[src/rtl/rs_pkg.sv]
package rs_pkg;
    typedef enum logic [1:0] {
        SLOT_FREE  = 2'd0,
        SLOT_WAIT  = 2'd1,
        SLOT_READY = 2'd2
    } slot_state_e;
endpackage

[src/rtl/rs_slot.sv]
module rs_slot
    import rs_pkg::*;
#(
    parameter int OP_W   = 4,
    parameter int TAG_W  = 4,
    parameter int DATA_W = 16
) (
    input  logic              clk,
    input  logic              rst_n,
    input  logic              flush,
    input  logic              load,
    input  logic              grant,
    input  logic [OP_W-1:0]   in_op,
    input  logic [TAG_W-1:0]  in_dst,
    input  logic              in_a_rdy,
    input  logic [DATA_W-1:0] in_a_val,
    input  logic [TAG_W-1:0]  in_a_tag,
    input  logic              in_b_rdy,
    input  logic [DATA_W-1:0] in_b_val,
    input  logic [TAG_W-1:0]  in_b_tag,
    input  logic              bus_valid,
    input  logic [TAG_W-1:0]  bus_tag,
    input  logic [DATA_W-1:0] bus_data,
    output logic              out_free,
    output logic              out_ready,
    output logic [OP_W-1:0]   out_op,
    output logic [TAG_W-1:0]  out_dst,
    output logic [DATA_W-1:0] out_a,
    output logic [DATA_W-1:0] out_b
);
    slot_state_e state_q, state_d;

    logic [OP_W-1:0]   op_q, op_d;
    logic [TAG_W-1:0]  dst_q, dst_d;
    logic              a_rdy_q, a_rdy_d, b_rdy_q, b_rdy_d;
    logic [DATA_W-1:0] a_q, a_d, b_q, b_d;
    logic [TAG_W-1:0]  a_tag_q, a_tag_d, b_tag_q, b_tag_d;

    logic new_a_hit, new_b_hit, old_a_hit, old_b_hit;

    assign new_a_hit = bus_valid && !in_a_rdy && (bus_tag == in_a_tag);
    assign new_b_hit = bus_valid && !in_b_rdy && (bus_tag == in_b_tag);
    assign old_a_hit = bus_valid && !a_rdy_q  && (bus_tag == a_tag_q);
    assign old_b_hit = bus_valid && !b_rdy_q  && (bus_tag == b_tag_q);

    always_comb begin
        state_d = state_q;
        op_d    = op_q;
        dst_d   = dst_q;
        a_rdy_d = a_rdy_q;
        a_d     = a_q;
        a_tag_d = a_tag_q;
        b_rdy_d = b_rdy_q;
        b_d     = b_q;
        b_tag_d = b_tag_q;
        unique case (state_q)
            SLOT_FREE: begin
                if (load) begin
                    op_d    = in_op;
                    dst_d   = in_dst;
                    a_tag_d = in_a_tag;
                    b_tag_d = in_b_tag;
                    a_rdy_d = in_a_rdy || new_a_hit;
                    b_rdy_d = in_b_rdy || new_b_hit;
                    a_d     = in_a_rdy ? in_a_val : bus_data;
                    b_d     = in_b_rdy ? in_b_val : bus_data;
                    state_d = (a_rdy_d && b_rdy_d) ? SLOT_READY : SLOT_WAIT;
                end
            end
            SLOT_WAIT: begin
                if (old_a_hit) begin
                    a_rdy_d = 1'b1;
                    a_d     = bus_data;
                end
                if (old_b_hit) begin
                    b_rdy_d = 1'b1;
                    b_d     = bus_data;
                end
                if (a_rdy_d && b_rdy_d) state_d = SLOT_READY;
            end
            SLOT_READY: begin
                if (grant) state_d = SLOT_FREE;
            end
            default: state_d = SLOT_FREE;
        endcase
        if (flush) state_d = SLOT_FREE;
    end

    always_ff @(posedge clk) begin
        if (!rst_n) state_q <= SLOT_FREE;
        else        state_q <= state_d;
    end

    always_ff @(posedge clk) begin
        if (!rst_n) begin
            op_q    <= '0;
            dst_q   <= '0;
            a_rdy_q <= 1'b0;
            a_q     <= '0;
            a_tag_q <= '0;
            b_rdy_q <= 1'b0;
            b_q     <= '0;
            b_tag_q <= '0;
        end else begin
            op_q    <= op_d;
            dst_q   <= dst_d;
            a_rdy_q <= a_rdy_d;
            a_q     <= a_d;
            a_tag_q <= a_tag_d;
            b_rdy_q <= b_rdy_d;
            b_q     <= b_d;
            b_tag_q <= b_tag_d;
        end
    end

    always_comb begin
        out_free  = (state_q == SLOT_FREE);
        out_ready = (state_q == SLOT_READY);
        out_op    = op_q;
        out_dst   = dst_q;
        out_a     = a_q;
        out_b     = b_q;
    end
endmodule

[src/rtl/rs_alloc.sv]
module rs_alloc #(
    parameter int NUM_SLOTS = 4
) (
    input  logic [NUM_SLOTS-1:0] free_vec,
    output logic [NUM_SLOTS-1:0] pick_oh
);
    always_comb begin
        logic found;
        found   = 1'b0;
        pick_oh = '0;
        for (int i = 0; i < NUM_SLOTS; i++) begin
            if (free_vec[i] && !found) begin
                pick_oh[i] = 1'b1;
                found      = 1'b1;
            end
        end
    end
endmodule

[src/rtl/rs_age_pick.sv]
module rs_age_pick #(
    parameter int NUM_SLOTS = 4,
    parameter int TAG_W     = 4
) (
    input  logic [NUM_SLOTS-1:0] ready_vec,
    input  logic [TAG_W-1:0]     dst_vec [NUM_SLOTS],
    input  logic [TAG_W-1:0]     head,
    output logic [NUM_SLOTS-1:0] pick_oh
);
    always_comb begin
        logic             found;
        logic [TAG_W-1:0] best_age;
        logic [TAG_W-1:0] age;
        found    = 1'b0;
        best_age = '0;
        pick_oh  = '0;
        for (int i = 0; i < NUM_SLOTS; i++) begin
            age = dst_vec[i] - head;
            if (ready_vec[i] && (!found || age < best_age)) begin
                pick_oh    = '0;
                pick_oh[i] = 1'b1;
                best_age   = age;
                found      = 1'b1;
            end
        end
    end
endmodule

[src/rtl/rs_pool.sv]
module rs_pool #(
    parameter int NUM_SLOTS = 4,
    parameter int OP_W      = 4,
    parameter int TAG_W     = 4,
    parameter int DATA_W    = 16
) (
    input  logic              clk,
    input  logic              rst_n,
    input  logic              flush,
    input  logic [TAG_W-1:0]  rob_head,
    input  logic              rob_avail,
    input  logic              iss_valid,
    output logic              iss_ready,
    input  logic [OP_W-1:0]   iss_op,
    input  logic [TAG_W-1:0]  iss_dst,
    input  logic              iss_a_rdy,
    input  logic [DATA_W-1:0] iss_a_val,
    input  logic [TAG_W-1:0]  iss_a_tag,
    input  logic              iss_b_rdy,
    input  logic [DATA_W-1:0] iss_b_val,
    input  logic [TAG_W-1:0]  iss_b_tag,
    input  logic              bus_valid,
    input  logic [TAG_W-1:0]  bus_tag,
    input  logic [DATA_W-1:0] bus_data,
    input  logic              fu_ready,
    output logic              disp_valid,
    output logic [OP_W-1:0]   disp_op,
    output logic [TAG_W-1:0]  disp_dst,
    output logic [DATA_W-1:0] disp_a,
    output logic [DATA_W-1:0] disp_b
);
    logic [NUM_SLOTS-1:0] slot_free, slot_ready, slot_alloc, slot_pick;
    logic [NUM_SLOTS-1:0] slot_load, slot_grant;
    logic [OP_W-1:0]      slot_op  [NUM_SLOTS];
    logic [TAG_W-1:0]     slot_dst [NUM_SLOTS];
    logic [DATA_W-1:0]    slot_a   [NUM_SLOTS];
    logic [DATA_W-1:0]    slot_b   [NUM_SLOTS];
    logic                 accept;

    assign iss_ready  = |slot_free;
    assign accept     = iss_valid && rob_avail && iss_ready && !flush;
    assign slot_load  = accept ? slot_alloc : '0;
    assign slot_grant = fu_ready ? slot_pick : '0;
    assign disp_valid = |slot_ready;

    rs_alloc #(.NUM_SLOTS(NUM_SLOTS)) u_alloc (
        .free_vec (slot_free),
        .pick_oh  (slot_alloc)
    );

    rs_age_pick #(.NUM_SLOTS(NUM_SLOTS), .TAG_W(TAG_W)) u_pick (
        .ready_vec (slot_ready),
        .dst_vec   (slot_dst),
        .head      (rob_head),
        .pick_oh   (slot_pick)
    );

    for (genvar g = 0; g < NUM_SLOTS; g++) begin : g_slot
        rs_slot #(.OP_W(OP_W), .TAG_W(TAG_W), .DATA_W(DATA_W)) u_slot (
            .clk       (clk),
            .rst_n     (rst_n),
            .flush     (flush),
            .load      (slot_load[g]),
            .grant     (slot_grant[g]),
            .in_op     (iss_op),
            .in_dst    (iss_dst),
            .in_a_rdy  (iss_a_rdy),
            .in_a_val  (iss_a_val),
            .in_a_tag  (iss_a_tag),
            .in_b_rdy  (iss_b_rdy),
            .in_b_val  (iss_b_val),
            .in_b_tag  (iss_b_tag),
            .bus_valid (bus_valid),
            .bus_tag   (bus_tag),
            .bus_data  (bus_data),
            .out_free  (slot_free[g]),
            .out_ready (slot_ready[g]),
            .out_op    (slot_op[g]),
            .out_dst   (slot_dst[g]),
            .out_a     (slot_a[g]),
            .out_b     (slot_b[g])
        );
    end

    always_comb begin
        disp_op  = '0;
        disp_dst = '0;
        disp_a   = '0;
        disp_b   = '0;
        for (int i = 0; i < NUM_SLOTS; i++) begin
            if (slot_pick[i]) begin
                disp_op  = disp_op  | slot_op[i];
                disp_dst = disp_dst | slot_dst[i];
                disp_a   = disp_a   | slot_a[i];
                disp_b   = disp_b   | slot_b[i];
            end
        end
    end
endmodule

[config.mk]
export PLATFORM = sky130hd
export DESIGN_NAME = rs_pool
export DESIGN_NICKNAME = d
export VERILOG_FILES = /design/src/rtl/rs_pkg.sv /design/src/rtl/rs_slot.sv /design/src/rtl/rs_alloc.sv /design/src/rtl/rs_age_pick.sv /design/src/rtl/rs_pool.sv
export SDC_FILE = /design/constraint.sdc
export NUM_CORES = 1
export LEC_CHECK = 0
export CAP_MARGIN = 20
export CELL_PAD_IN_SITES_DETAIL_PLACEMENT = 0
export CELL_PAD_IN_SITES_GLOBAL_PLACEMENT = 1
export CORE_MARGIN = 8
export CORE_UTILIZATION = 40
export DETAILED_ROUTE_END_ITERATION = 12
export PLACE_DENSITY_LB_ADDON = 0.1
export SYNTH_ARGS = -nofsm -noshare
export SYNTH_HDL_FRONTEND = slang
export SYNTH_SLANG_ARGS = --single-unit
[constraint.sdc]
create_clock -name clk -period 11.57 [get_ports clk]
set_input_delay 2.314 -clock clk [delete_from_list [all_inputs] [get_ports clk]]
set_output_delay 2.314 -clock clk [all_outputs]
set_load 0.02 [all_outputs]
== Yosys cells after proc, flatten, opt, wreduce, memory -nomap -nowiden ==
Cells that the tools add are included.
Storage, ports and cells
  flip-flop bits (word level): 208
  latch bits: 0
  memory bits (writable): 0
  ROM bits: 0
  input bits: 81
  output and inout bits: 42
  word-level logic and storage cells: 290
  memories: 0
Operators by class
  $add $sub $neg: 4
  multiply operators: 0
  div/mod/pow operators: 0
  $lt $le $gt $ge: 3
  equal/unequal tests: 38
  shift-type cells: 0
  multiplexer cells: 109
  bitwise logic cells: 13
  reduce and logical (&&, ||, !) cells: 87
Operators with widths (count)
  two-way mux 16 bit: 26
  case mux 16 bit (2 select lines): 8
  bitwise OR 16 bit: 6
  two-way mux 4 bit: 16
  == test 4 bit: 10
  AND reduction 3 bit: 12
  logical AND 1 bit: 34
  two-way mux 1 bit: 34
  two-way mux 2 bit: 13
  inequality test 2 x 1 -> 1 bit, second input constant: 12
  bitwise OR 4 bit: 6
  case mux 2 bit (3 select lines): 4
  logical NOT 1 bit: 17
  inequality test 2 bit, second input constant: 8
  case mux 1 bit (2 select lines): 8
  AND reduction 2 bit: 8
  subtractor 4 bit: 4
  less-than comparator 4 bit: 3
  == test 2 x 1 -> 1 bit, second input constant: 4
  == test 2 bit, second input constant: 4
  logical NOT 2 bit: 4
  nonzero test 2 bit: 4
  OR reduction 4 bit: 2
  logical OR 1 bit: 5
  2 further kinds: 2

== Depth between registers and ports, before layout ==
  depth after elaboration: 21
  depth in mapped cells: 31
  gate-level depth less buffers: 26

== Modules after synthesis ==
A second synthesis with hierarchy kept.
Second synthesis, totals
  cell total of the unflattened synthesis: 1510
  area total of the unflattened synthesis: 12414.4 µm²
By module, submodules not included
  rs_slot: instances 4, cells an instance 311, area an instance 2598.7 µm², sequential area each 1041.0 µm²
  rs_pool: instances 1, cells an instance 152, area an instance 1053.5 µm², sequential area each 0.0 µm²
  rs_age_pick: instances 1, cells an instance 110, area an instance 929.6 µm², sequential area each 0.0 µm²
  rs_alloc: instances 1, cells an instance 4, area an instance 36.3 µm², sequential area each 0.0 µm²

== Worst setup path after synthesis ==
OpenSTA, ideal clock, no wires.
  path kind: input port to output port
  start point: input rob_head[1]
  end point: output disp_dst[0]
  data arrival time: 7.905 ns
  required time: 9.256 ns
  path slack: 1.351 ns
  cell stages on the path: 30
  buffers on the path: 5
  cells stage by stage: inv_1 -> ha_1 -> a21o_1 -> a21o_1 -> xor2_1 -> inv_1 -> ha_1 -> a21oi_1 -> nand2_1 -> o21ai_0 -> buf_4 -> buf_4 -> mux2_2 -> ha_1 -> a21oi_1 -> a21oi_1 -> a211oi_2 -> o21ai_1 -> buf_2 -> buf_4 -> nand2_1 -> o21ai_0 -> ha_1 -> o21a_1 -> o21ai_0 -> a21oi_1 -> inv_1 -> o2111ai_4 -> buf_6 -> mux2i_1
Between the ends
  longest elaborated chain between the ends: 21
  elaborated cells on any way between the ends: 30
  those cells by class: add/sub (4); order compare (3); mux (12); bitwise (3); reduce/logical (8)
RTL lines
  start, declared: RTL line rs_pool.sv:10  | input logic [TAG_W-1:0] rob_head,
  subtractor 4 bit: RTL line rs_age_pick.sv:18  | age = dst_vec[i] - head;
  two-way mux 4 bit: RTL line rs_age_pick.sv:19  | if (ready_vec[i] && (!found || age < best_age)) begin
  less-than comparator 4 bit: RTL line rs_age_pick.sv:19
  logical OR 1 bit: RTL line rs_age_pick.sv:19
  logical AND 1 bit: RTL line rs_age_pick.sv:19
  two-way mux 4 bit / two-way mux 1 bit (equally long branches): RTL line rs_age_pick.sv:19
  less-than comparator 4 bit / logical NOT 1 bit (equally long branches): RTL line rs_age_pick.sv:19
  logical OR 1 bit: RTL line rs_age_pick.sv:19
  [... 5 more ...]
  two-way mux 4 bit (*): RTL line rs_age_pick.sv:19
  two-way mux 4 bit: RTL line rs_pool.sv:91  | if (slot_pick[i]) begin
  bitwise OR 4 bit: RTL line rs_pool.sv:93  | disp_dst = disp_dst | slot_dst[i];
  two-way mux 4 bit: RTL line rs_pool.sv:91
  bitwise OR 4 bit: RTL line rs_pool.sv:93
  two-way mux 4 bit: RTL line rs_pool.sv:91
  bitwise OR 4 bit: RTL line rs_pool.sv:93
  two-way mux 4 bit (*): RTL line rs_pool.sv:91
  end, declared: RTL line rs_pool.sv:28  | output logic [TAG_W-1:0] disp_dst,
Mark *: on every way between the ends. The rest lies on a longest branch, timed or not.

== Final worst setup path ==
  start point: input rob_head[1]
  end point: output disp_a[15]
Between the ends
  longest elaborated chain between the ends: 21
  elaborated cells on any way between the ends: 30
  those cells by class: add/sub (4); order compare (3); mux (12); bitwise (3); reduce/logical (8)
RTL lines
  subtractor 4 bit: RTL line rs_age_pick.sv:18
  two-way mux 4 bit: RTL line rs_age_pick.sv:19
  less-than comparator 4 bit: RTL line rs_age_pick.sv:19
  logical OR 1 bit: RTL line rs_age_pick.sv:19
  logical AND 1 bit: RTL line rs_age_pick.sv:19
  two-way mux 4 bit / two-way mux 1 bit (equally long branches): RTL line rs_age_pick.sv:19
  less-than comparator 4 bit / logical NOT 1 bit (equally long branches): RTL line rs_age_pick.sv:19
  logical OR 1 bit: RTL line rs_age_pick.sv:19
  [... 5 more ...]
  two-way mux 4 bit (*): RTL line rs_age_pick.sv:19
  two-way mux 16 bit: RTL line rs_pool.sv:91
  bitwise OR 16 bit: RTL line rs_pool.sv:94  | disp_a = disp_a | slot_a[i];
  two-way mux 16 bit: RTL line rs_pool.sv:91
  bitwise OR 16 bit: RTL line rs_pool.sv:94
  two-way mux 16 bit: RTL line rs_pool.sv:91
  bitwise OR 16 bit: RTL line rs_pool.sv:94
  two-way mux 16 bit (*): RTL line rs_pool.sv:91
  end, declared: RTL line rs_pool.sv:29  | output logic [DATA_W-1:0] disp_a,
Marked as above.

==> summary.md <==
| Metric | Value |
|---|---|
| Outcome | `finished, final reports clean` |
| Count of TritonRoute iterations in the first routing pass | `5` |
| Fillers | `3129` |
| Remaining number of nets flagged by the antenna check after routing | `0` |
| Global-route wire length before repair | `63900 microns` |
| Worst-case headroom to the max-slew limit | `0.272` |
| Number of enable flip-flop cells after synthesis | `0` |
| Number of synthesized register bits | `208` |
| Global-route met1 utilization | `0.312` |
| Pin count of the biggest net entering global routing | `117` |
| Leftover overflow at the end of global routing | `0` |
| DR vias/cell | `5.40` |
| Die ar. | `37300 sq um` |
| Biggest cell delay along the critical path | `0.55 ns` |
| Clock latency on the worst-skew pair | `between 0.5 and 0.6 ns` |
| Minimum setup slack after placement | `between 0.2 and 0.3 ns` |
| Estimated wirelength of the detail-placed design | `roughly 27000 microns` |
| Path type of the worst setup path | `input pin to output pin` |
| Peak VDD IR | `0.100 mV` |
| I/O pin count | `about 120` |
| Critical-path cell with the highest stage delay | `clkdlybuf4s50_1` |
| Synth Warn # | `0` |
| Max FO, Critical Path | `16` |
| Total Power | `1.76 mW` |
| Fraction of layout instances using a drive strength above 1 | `0.114` |
| Fmax achieved | `about 90 MHz` |
| Startpoint class of the critical path | `input pin` |
| Met3 GRT Util | `0.0319` |
| Number of global-route vias before repair | `10548` |
| Library cells used by synthesis | `59` |
| Most heavily used metal layer in global routing | `met2` |
| Worst EP required | `9.26 ns` |
| Arrival time of the worst setup path | `8.83 ns` |
| Number of port buffers | `122` |
| Count of pins over their slew limit | `0` |
| Top flip-flop cell by instance count after synthesis | `dfxtp_1` |
| Effective utilization at floorplan | `0.402` |
| Skew final | `0.00911 ns` |
| Setup violation total in the final timing report | `0` |
| Overall die height | `193 microns` |
| Tightest Pin Transition | `approximately 1.1 ns` |
| Area of the core | `~31000 sq um` |
| Total GRT Usage | `0.212` |
| Fraction of registers with async set or reset after synthesis | `0` |
| # DRC | `0` |
| Synthesized net count | `about 1600` |
| Buffering stage count on the worst path with inverters included | `5` |
| Sort of element at the end of the critical path | `output pin` |
| Root cell of the clock tree | `clkbuf_16` |
| Post-Syn Area per Cell | `roughly 8.4 sq um` |
| Layout overhead on the synthesized area | `19.8%` |
| Clock tree from TritonCTS | `built` |
| Post-layout minimum cycle time | `11.14 ns` |
| H-Tree Level Count | `1` |
| Max-capacitance violation count | `0` |
| Final period utilization | `0.963` |
| Number of failing hold endpoints at the final stage | `0` |
| Synthesized instance count | `1504` |
| Static Leakage | `about 5.3 nW` |
| Final setup margin | `around 0.43 ns` |
| Met2 global-route usage | `0.319` |
| Iteration-0 DRC Markers | `715` |
| CP delay by family, top | `compound AO/OA/AOI/OAI gates` |
| Number of antenna violations at the first check in global routing | `2` |
| Weighted congestion at the end of routability-driven global placement | `between 0.8 and 0.9` |
| Average wire per standard cell | `20.5 microns` |
| Clock-pin slew on the worst setup and hold paths | `~0.060 ns` |
| Total power density per cell area | `117 nW/um^2` |
| Net count of the finished layout | `1679` |
| Path class of the lowest-slack min-delay path | `register to register` |
| Detailed Route WL | `40900 microns` |
| Chip width | `193 microns` |
| Number of buffers created by CTS | `26` |
| Share of the core filled with cells | `0.482` |
| FP Rows | `65` |
| Total of hold buffers inserted after clock tree synthesis | `0` |
| Post-synthesis instance area | `~13000 sq um` |
| Number of vias after detailed routing | `between 10000 and 15000` |
| Longest Clk Path Bufs | `3` |
| Seq/Total Area, Yosys | `0.331` |
| Count of clock tree sinks | `208` |
## worst reg2reg max path, stage by stage, from the launching register on
cell       delay [ns]
dfxtp_1          0.41
ha_1             0.26
nor2b_1          0.13
o21a_1           0.17
o21ai_0          0.18
nand3b_1         0.14
ha_1             0.33
a21oi_1          0.23
nand2_1          0.14
o21ai_4          0.23
mux2_2           0.38
ha_1             0.33
a21oi_1          0.18
a21oi_1          0.08
a211oi_2         0.34
o21ai_4          0.19
nand2_1          0.10
o21ai_0          0.08
ha_1             0.29
o21a_1           0.10
o21ai_0          0.07
a21oi_1          0.24
inv_1            0.12
o2111ai_4        0.26
buf_6            0.27
a41oi_1          0.14
## timing repair
action                                  CTS  global route
endpoints found under the setup margin    0            35
resized for setup                         0             6
buffers inserted                          0             3
## metal layers
metal  routed length [microns]  up-vias  part of all wire
met1                     20800     5068              0.51
li1                          -     5358                 -
met2                     17300      313              0.42
met4                       644        0             0.016
met5                         0        -                 0
met3                      2240       39             0.055
## path summary, 6_finish.rpt
| kind | startpoint | depth (start not counted) | slack (ns) | to |
|---|---|---|---|---|
| worst max-delay path | rob_head[1] | 28 | 0.43 | disp_a[15] |
| worst max register to register | g_slot[0].u_slot.out_dst[1] | 25 | 6.03 | g_slot[1].u_slot.state_q[1] |
| worst min register to register | g_slot[0].u_slot.b_rdy_q | 2 | 0.45 | g_slot[0].u_slot.b_rdy_q |
| worst min-delay path | g_slot[0].u_slot.b_rdy_q | 2 | 0.45 | g_slot[0].u_slot.b_rdy_q |
## state kept, by name (all words and copies together) (netlist names)
name                   cells
g_slot.u_slot.out_a       64
g_slot.u_slot.out_b       64
g_slot.u_slot.a_tag_q     16
g_slot.u_slot.b_tag_q     16
g_slot.u_slot.out_dst     16
g_slot.u_slot.out_op      16
g_slot.u_slot.state_q      8
g_slot.u_slot.a_rdy_q      4
g_slot.u_slot.b_rdy_q      4
## where the power goes
part           leakage, nW  internal [mW]  total [mW]  switching (mW)
Clock                0.454          0.539       0.866           0.326
Sequential            1.68          0.724       0.728         0.00426
Combinational         3.14         0.0707       0.164          0.0933
Total                 5.27           1.33        1.76           0.424
## stage by stage
step / setup TNS (ns) / area (sq um) / hold WS (ns) / instances
final: 0 / 15000 / 0.452 / 1997
after global routing: -0.00549 / 15000 / 0.485 / 1997
after CTS: 0 / 15000 / 0.454 / 1990
after detailed placement: 0 / 14100 / 0.446 / 1942
after global placement: 0 / 14100 / 0.445 / 1942
after floorplan: 0 / 12600 / 0.434 / 1504
## synthesized netlist by cell type, types with 6 or more instances
library cell / instances / area [sq um]
a31oi_1: 13 / 81.3
buf_2: 14 / 70.1
a21boi_0: 81 / 608
ha_1: 21 / 263
nand2b_1: 19 / 119
a21o_1: 6 / 45.0
nand3_1: 8 / 40.0
nor2b_1: 126 / 788
o21ai_0: 27 / 135
nor2_1: 77 / 289
dfxtp_1: 208 / 4160
nand2_1: 211 / 792
clkbuf_1: 81 / 304
nor3_1: 8 / 40.0
mux2_4: 36 / 541
inv_1: 63 / 236
xnor2_1: 14 / 123
buf_6: 7 / 78.8
mux2i_1: 106 / 1060
xor2_1: 23 / 201
buf_4: 8 / 60.1
a211oi_1: 81 / 608
mux2_2: 42 / 473
a21oi_1: 152 / 761
## layout by cell type (no fill, tap or decap), types with 23 or more instances in the layout
master,instances
mux2i_1,106
buf_4,29
o21ai_0,26
mux2_4,36
nand2_1,210
clkbuf_16,27
nor2b_1,125
a21oi_1,152
dfxtp_1,208
inv_1,62
nor2_1,76
a21boi_0,81
clkdlybuf4s50_1,121
mux2_2,42
a211oi_1,81
xor2_1,23
## cell families after synthesis
group | count (synthesis) | synth area share
buffers and inverters | 175 | 0.0603
adder cells (fa/ha/maj) | 25 | 0.0273
XOR/XNOR | 37 | 0.0258
AND/OR/NAND/NOR | 473 | 0.179
flip-flops | 208 | 0.331
multiplexers | 187 | 0.168
AO/OA/AOI/OAI | 399 | 0.208
## layout make-up
| cell class | instances | area, sq um | area share |
|---|---|---|---|
| Tap cell | 402 | 503 | 0.0334 |
| Clock buffer | 35 | 746 | 0.0496 |
| Inverter | 63 | 240 | 0.0160 |
| Sequential cell | 208 | 4160 | 0.277 |
| Clock inverter | 13 | 168 | 0.0111 |
| Multi-Input combinational cell | 1121 | 7750 | 0.515 |
| Timing Repair Buffer | 153 | 1470 | 0.0977 |
| Antenna cell | 2 | 5.00 | 0.000333 |
(Power assumes the default switching activity.)
